===== src/rtl/dbg_bp_pkg.sv =====
package dbg_bp_pkg;
  // Chain layout from bit 0: target, mask, matrix rows, captured state, signature.
  function automatic int chain_len(input int state_w, input int sig_w);
    return 3 * state_w + sig_w * state_w + sig_w;
  endfunction
  function automatic int cap_lo(input int state_w, input int sig_w);
    return 2 * state_w + sig_w * state_w;
  endfunction
  function automatic int sig_lo(input int state_w, input int sig_w);
    return 3 * state_w + sig_w * state_w;
  endfunction
endpackage


===== src/rtl/dbg_bp_hash.sv =====
module dbg_bp_hash #(
  parameter int STATE_W = 24,
  parameter int SIG_W   = 6
) (
  input  logic [SIG_W*STATE_W-1:0] matrix,
  input  logic [STATE_W-1:0]       state,
  output logic [SIG_W-1:0]         sig
);
  // One parity tree per signature bit, selecting state bits by its row.
  for (genvar i = 0; i < SIG_W; i++) begin : g_row
    assign sig[i] = ^(matrix[i*STATE_W +: STATE_W] & state);
  end
endmodule


===== src/rtl/dbg_bp_match.sv =====
module dbg_bp_match #(
  parameter int STATE_W  = 24,
  parameter bit USE_MASK = 1'b1
) (
  input  logic [STATE_W-1:0] state,
  input  logic [STATE_W-1:0] target,
  input  logic [STATE_W-1:0] dont_care,
  output logic               hit
);
  if (USE_MASK) begin : g_masked
    assign hit = ((state ^ target) & ~dont_care) == '0;
  end else begin : g_exact
    logic unused_mask;
    assign unused_mask = ^dont_care;
    assign hit = (state == target);
  end
endmodule


===== src/rtl/dbg_bp_chain.sv =====
module dbg_bp_chain #(
  parameter int STATE_W = 24,
  parameter int SIG_W   = 6
) (
  input  logic                     clk,
  input  logic                     rst_n,
  input  logic                     shift_en,
  input  logic                     scan_in,
  input  logic                     cap_en,
  input  logic [STATE_W-1:0]       cap_d,
  input  logic [SIG_W-1:0]         sig_d,
  output logic [STATE_W-1:0]       target,
  output logic [STATE_W-1:0]       dont_care,
  output logic [SIG_W*STATE_W-1:0] matrix,
  output logic [STATE_W-1:0]       cap_q,
  output logic [SIG_W-1:0]         sig_q,
  output logic                     scan_out
);
  localparam int TOT    = dbg_bp_pkg::chain_len(STATE_W, SIG_W);
  localparam int MSK_LO = STATE_W;
  localparam int MAT_LO = 2 * STATE_W;
  localparam int CAP_LO = dbg_bp_pkg::cap_lo(STATE_W, SIG_W);
  localparam int SIG_LO = dbg_bp_pkg::sig_lo(STATE_W, SIG_W);

  logic [TOT-1:0] chain_q;

  always_ff @(posedge clk) begin
    if (!rst_n) begin
      chain_q <= '0;
    end else if (shift_en) begin
      chain_q <= {scan_in, chain_q[TOT-1:1]};
    end else if (cap_en) begin
      chain_q[CAP_LO +: STATE_W] <= cap_d;
      chain_q[SIG_LO +: SIG_W]   <= sig_d;
    end
  end

  assign target    = chain_q[0 +: STATE_W];
  assign dont_care = chain_q[MSK_LO +: STATE_W];
  assign matrix    = chain_q[MAT_LO +: SIG_W*STATE_W];
  assign cap_q     = chain_q[CAP_LO +: STATE_W];
  assign sig_q     = chain_q[SIG_LO +: SIG_W];
  assign scan_out  = chain_q[0];

  // history registers frozen when neither shifting nor capturing
  a_r7_frozen: assert property (@(posedge clk) disable iff (!rst_n)
    (!shift_en && !cap_en) |=> ($stable(cap_q) && $stable(sig_q)));
  // a shift moves the old bit 1 down to the output
  a_r2_shift: assert property (@(posedge clk) disable iff (!rst_n)
    shift_en |=> (scan_out == $past(chain_q[1])));
endmodule


===== src/rtl/dbg_bp_top.sv =====
module dbg_bp_top #(
  parameter int STATE_W  = 24,
  parameter int SIG_W    = 6,
  parameter bit USE_MASK = 1'b1
) (
  input  logic               clk,
  input  logic               rst_n,
  input  logic [STATE_W-1:0] dut_state,
  input  logic               arm_set,
  input  logic               halt_clr,
  input  logic               scan_en,
  input  logic               scan_in,
  output logic               scan_out,
  output logic               halt
);
  logic [STATE_W-1:0]       target, dont_care, cap_q;
  logic [SIG_W*STATE_W-1:0] matrix;
  logic [SIG_W-1:0]         sig_q, sig_d;
  logic                     hit, fire, cap_en;
  logic                     armed_q, halt_q;

  assign cap_en = !halt_q && !scan_en;
  assign fire   = armed_q && hit && !scan_en;

  dbg_bp_chain #(.STATE_W(STATE_W), .SIG_W(SIG_W)) chain_i (
    .clk(clk), .rst_n(rst_n), .shift_en(scan_en), .scan_in(scan_in),
    .cap_en(cap_en), .cap_d(dut_state), .sig_d(sig_d),
    .target(target), .dont_care(dont_care), .matrix(matrix),
    .cap_q(cap_q), .sig_q(sig_q), .scan_out(scan_out)
  );

  // Hash the previously captured state so the signature lags by one cycle.
  dbg_bp_hash #(.STATE_W(STATE_W), .SIG_W(SIG_W)) hash_i (
    .matrix(matrix), .state(cap_q), .sig(sig_d)
  );

  dbg_bp_match #(.STATE_W(STATE_W), .USE_MASK(USE_MASK)) match_i (
    .state(dut_state), .target(target), .dont_care(dont_care), .hit(hit)
  );

  always_ff @(posedge clk) begin
    if (!rst_n) begin
      armed_q <= 1'b0;
      halt_q  <= 1'b0;
    end else begin
      if (fire) begin
        halt_q  <= 1'b1;
        armed_q <= 1'b0;
      end else begin
        if (halt_clr) halt_q <= 1'b0;
        if (arm_set && !halt_q) armed_q <= 1'b1;
      end
    end
  end

  assign halt = halt_q;

  // armed match outside scan stops the design next edge and disarms
  a_r4_fire: assert property (@(posedge clk) disable iff (!rst_n)
    (armed_q && hit && !scan_en) |=> (halt_q && !armed_q));
  // a halt only ever follows an armed cycle
  a_r5_needs_arm: assert property (@(posedge clk) disable iff (!rst_n)
    $rose(halt_q) |-> $past(armed_q));
  // halt persists until cleared
  a_r6_hold: assert property (@(posedge clk) disable iff (!rst_n)
    (halt_q && !halt_clr) |=> halt_q);
  // never armed while halted
  a_r3_arm_excl: assert property (@(posedge clk) disable iff (!rst_n)
    armed_q |-> !halt_q);
  // shifting never starts a halt
  a_r11_scan_block: assert property (@(posedge clk) disable iff (!rst_n)
    (scan_en && !halt_q) |=> !halt_q);
endmodule


===== config.mk =====
export PLATFORM = sky130hd
export DESIGN_NAME = dbg_bp_top
export DESIGN_NICKNAME = d
export VERILOG_FILES = /design/src/rtl/dbg_bp_pkg.sv /design/src/rtl/dbg_bp_hash.sv /design/src/rtl/dbg_bp_match.sv /design/src/rtl/dbg_bp_chain.sv /design/src/rtl/dbg_bp_top.sv
export SDC_FILE = /design/constraint.sdc
export NUM_CORES = 1
export LEC_CHECK = 0
export BUFFER_PORTS_ARGS = -buffer_cell sky130_fd_sc_hd__buf_2
export CORE_MARGIN = 2
export CORE_UTILIZATION = 45
export CTS_CLUSTER_SIZE = 10
export DETAILED_ROUTE_END_ITERATION = 8
export HOLD_SLACK_MARGIN = 0.06
export MAX_ROUTING_LAYER = met4
export PLACE_DENSITY = 0.72
export SLEW_MARGIN = 20
export SYNTH_ARGS = -nofsm -noshare
export SYNTH_HDL_FRONTEND = slang
export SYNTH_SLANG_ARGS = --single-unit

===== constraint.sdc =====
create_clock -name clk -period 1.45 [get_ports clk]
set_input_delay 0.29 -clock clk [delete_from_list [all_inputs] [get_ports clk]]
set_output_delay 0.29 -clock clk [all_outputs]
set_load 0.01 [all_outputs]

==> metrics.cfg <==
[layout]
utilization = 0.5795
n_fill_cell = 1993
antenna_cells = 0
stdcell_count = 1639
syn2layout_area_growth_pct = 27.11
nets = 1338
layout-drive-gt1-share = 0.2753

[sta]
finalClockSkew_ns = 0.01239
slew_viol_final = 0
rsz0062_at_grt = yes
worst_slack_ns = -0.3085
slew_headroom = 0.5247
finalSetupViolCount = 6
final_hold_viol_count = 0
max_freq_ghz = 0.5687
holdWs_ns = 0.08588
final.min_clock_period_ns = 1.758
period_share = 1.213
tightest_slew_ns = 0.7115

[yosys]
synthesis.instances = 1130
ys_warn_count = 0
syn_area_per_cell_um2 = 9.754
ys_seq_elements = 224
synth_edf_count = 0
yosysSeqAreaShare = 0.4069
synthesis.nets = 1160
synthDistinctLibCells = 25
synthFlopType = dfxtp_1
synthArstFlopShare = 0
netlist_area_mm2 = 0.01102

[pwr]
swShare = 0.2311
net-switching-power_mw = 3.035
power_frac_comb = 0.078
p_clk_frac = 0.445
seqPwrFrac = 0.477
power_leakage_nw = 5.684
ir_drop_mv = 0.8469
p_per_area_mw_per_mm2 = 937.6
internal_power_mw = 10.10

[floorplan]
die_area_mm2 = 0.02576
start_util = 0.4559
rows = 57
design.core.area_mm2 = 0.02418
chipWidth_um = 160.5
dieHeight_um = 160.5
io-pin-count = 32

[run]
cap_violations = 0

[hold_path]
min_path_type = in2reg

[worst_setup_path]
crit_fanout = 8
cp.arrival_ns = 2.20
slowest_stage = xnor3_1
end_kind = flop
cpPeakStageDelay_ns = 0.41
path_cells = buf_12, nand2_2, xor2_1, xnor2_2, xnor2_1, xnor3_1, o21ai_1
critPathLaunchType = flop
cp_num_buf_inv = 1
critPathRequiredTime_ns = 1.89
critical_path_class = reg2reg
cpLargestDelayFamily = XOR/XNOR gates

[route]
route.detailed.wl_per_inst_um = 17.40
firstDrtPassIters = 5
drc_errors = 0
avgViaCountPerCell = 4.994
totalWireLength_um = 28510
dr_total_vias = 8185
ant_nets = 0
drt_iter0_markers = 689

[clock_tree]
htreeDepth = 1
clk-insertion-delay-late_ns = 0.53
clkTransAtPathRegs_ns = 0.06
clock_path_buffers = 3
numCtsBuffers = 27
cts.sinks = 224
cts_tree = built
root_buffer = clkbuf_16

[placement]
place_hpwl_um = 19800
dpl.cell_count = 1585
place_congestion = 0.8982
port_buffers = 31

[outcome]
status = complete, but fails checks
violations = setup timing

[global_routing]
grtUsageTotal = 0.2257
grt_max_degree = 111
grt_pass1_vias = 8150
grt_pass1_wl_um = 44400
grt-ovfl-total = 0
antenna_found_initial = 0

[cell type report]
cell class	count	area, µm²	share of cell area
multi-input cells	826	6394	0.4564
flip-flops and latches	224	4539	0.3240
repair buffers	229	1947	0.1390
clock buffers	35	715.7	0.05109
well taps	324	405.4	0.02894
clock inverters	1	8.758	0.0006252
[cell usage in the layout, fill, tap and decap left out, types with 3 or more instances in the layout]
cell type	netlist	layout
nand2_1	161	135
buf_2	23	28
clkbuf_16	0	27
nor2_1	3	3
dfxtp_1	224	198
a22o_1	5	5
clkbuf_1	34	7
buf_6	10	20
o22ai_1	11	11
nand2_4	0	7
buf_12	0	17
xor2_1	30	25
xnor2_2	9	31
o21ai_1	6	6
dfxtp_2	0	17
buf_4	13	162
o21ai_0	26	26
nor2b_1	195	195
nand2_2	16	35
dfxtp_4	0	9
xor2_2	0	5
and2_1	24	24
xnor2_1	111	89
mux2i_1	216	216
xnor3_1	6	6
[sequential cells by signal (all words and copies together), names as in the netlist]
register,cells
armed_q,1
chain_i.chain_q,222
halt,1
[through the flow]
| stage | TNS, ns | cell area, µm² | setup WS (ns) | total power, mW |
|---|---|---|---|---|
| after CTS | -1.504 | 13760 | -0.2986 | 13.17 |
| after global routing | -1.912 | 14010 | -0.3766 | 13.55 |
| after detailed placement | -2.467 | 12760 | -0.3882 | 7.333 |
| after global placement | -2.398 | 12760 | -0.3782 | 7.324 |
| final | -1.458 | 14010 | -0.3085 | 13.14 |
| after floorplan | -0.1665 | 11150 | -0.02905 | 6.960 |
[path summary, 6_finish.rpt]
path | from | end | slack (ns) | cells past startpoint
max | chain_i.chain_q[195] | chain_i.chain_q[220] | -0.31 | 7
max reg2reg | chain_i.chain_q[195] | chain_i.chain_q[220] | -0.31 | 7
min reg2reg | chain_i.chain_q[26] | chain_i.chain_q[26] | 0.54 | 2
min | rst_n | chain_i.chain_q[124] | 0.09 | 2
[synthesized netlist by cell type, types with 13 or more instances]
master      n  share of area
and2_1     24          0.014
buf_2      23          0.010
buf_4      13         0.0089
clkbuf_1   34          0.012
dfxtp_1   224           0.41
mux2i_1   216           0.20
nand2_1   161          0.055
nand2_2    16         0.0091
nor2b_1   195           0.11
o21ai_0    26          0.012
xnor2_1   111          0.088
xor2_1     30          0.024
[layer usage]
layer / routed length, µm / up-vias / GRT usage / part of all wire
li1: - / 4015 / - / -
met1: 12740 / 3881 / 0.2984 / 0.45
met2: 13130 / 218 / 0.3562 / 0.46
met3: 1625 / 71 / 0.03099 / 0.057
met4: 1022 / 0 / 0.07862 / 0.036
met5: 0 / - / - / 0
[what timing repair did]
action,CTS,global route
endpoints found under the setup margin,9,9
endpoints found under the hold margin,1,0
pin swaps,27,32
resized for setup,60,33
hold buffers,1,0
setup buffers,9,8
[logic make-up after synthesis]
kind of cell              synth area share
and+or+nand+nor                     0.1920
DFF                                 0.4069
muxes                               0.1962
xor gates and xnor gates            0.1376
buffers and inverters              0.04109
AOI/OAI and AO/OA                  0.02634
[power by group through the flow]
| stage | Clock (mW) | Sequential, mW | Combinational [mW] |
|---|---|---|---|
| after CTS | 5.93 | 6.26 | 0.977 |
| after floorplan | 0 | 6.35 | 0.613 |
| final | 5.85 | 6.26 | 1.02 |
| after detailed placement | 0 | 6.40 | 0.933 |
| after global placement | 0 | 6.40 | 0.927 |
| after global routing | 6.22 | 6.26 | 1.07 |
Note: power is estimated with default switching activity, not from simulation.
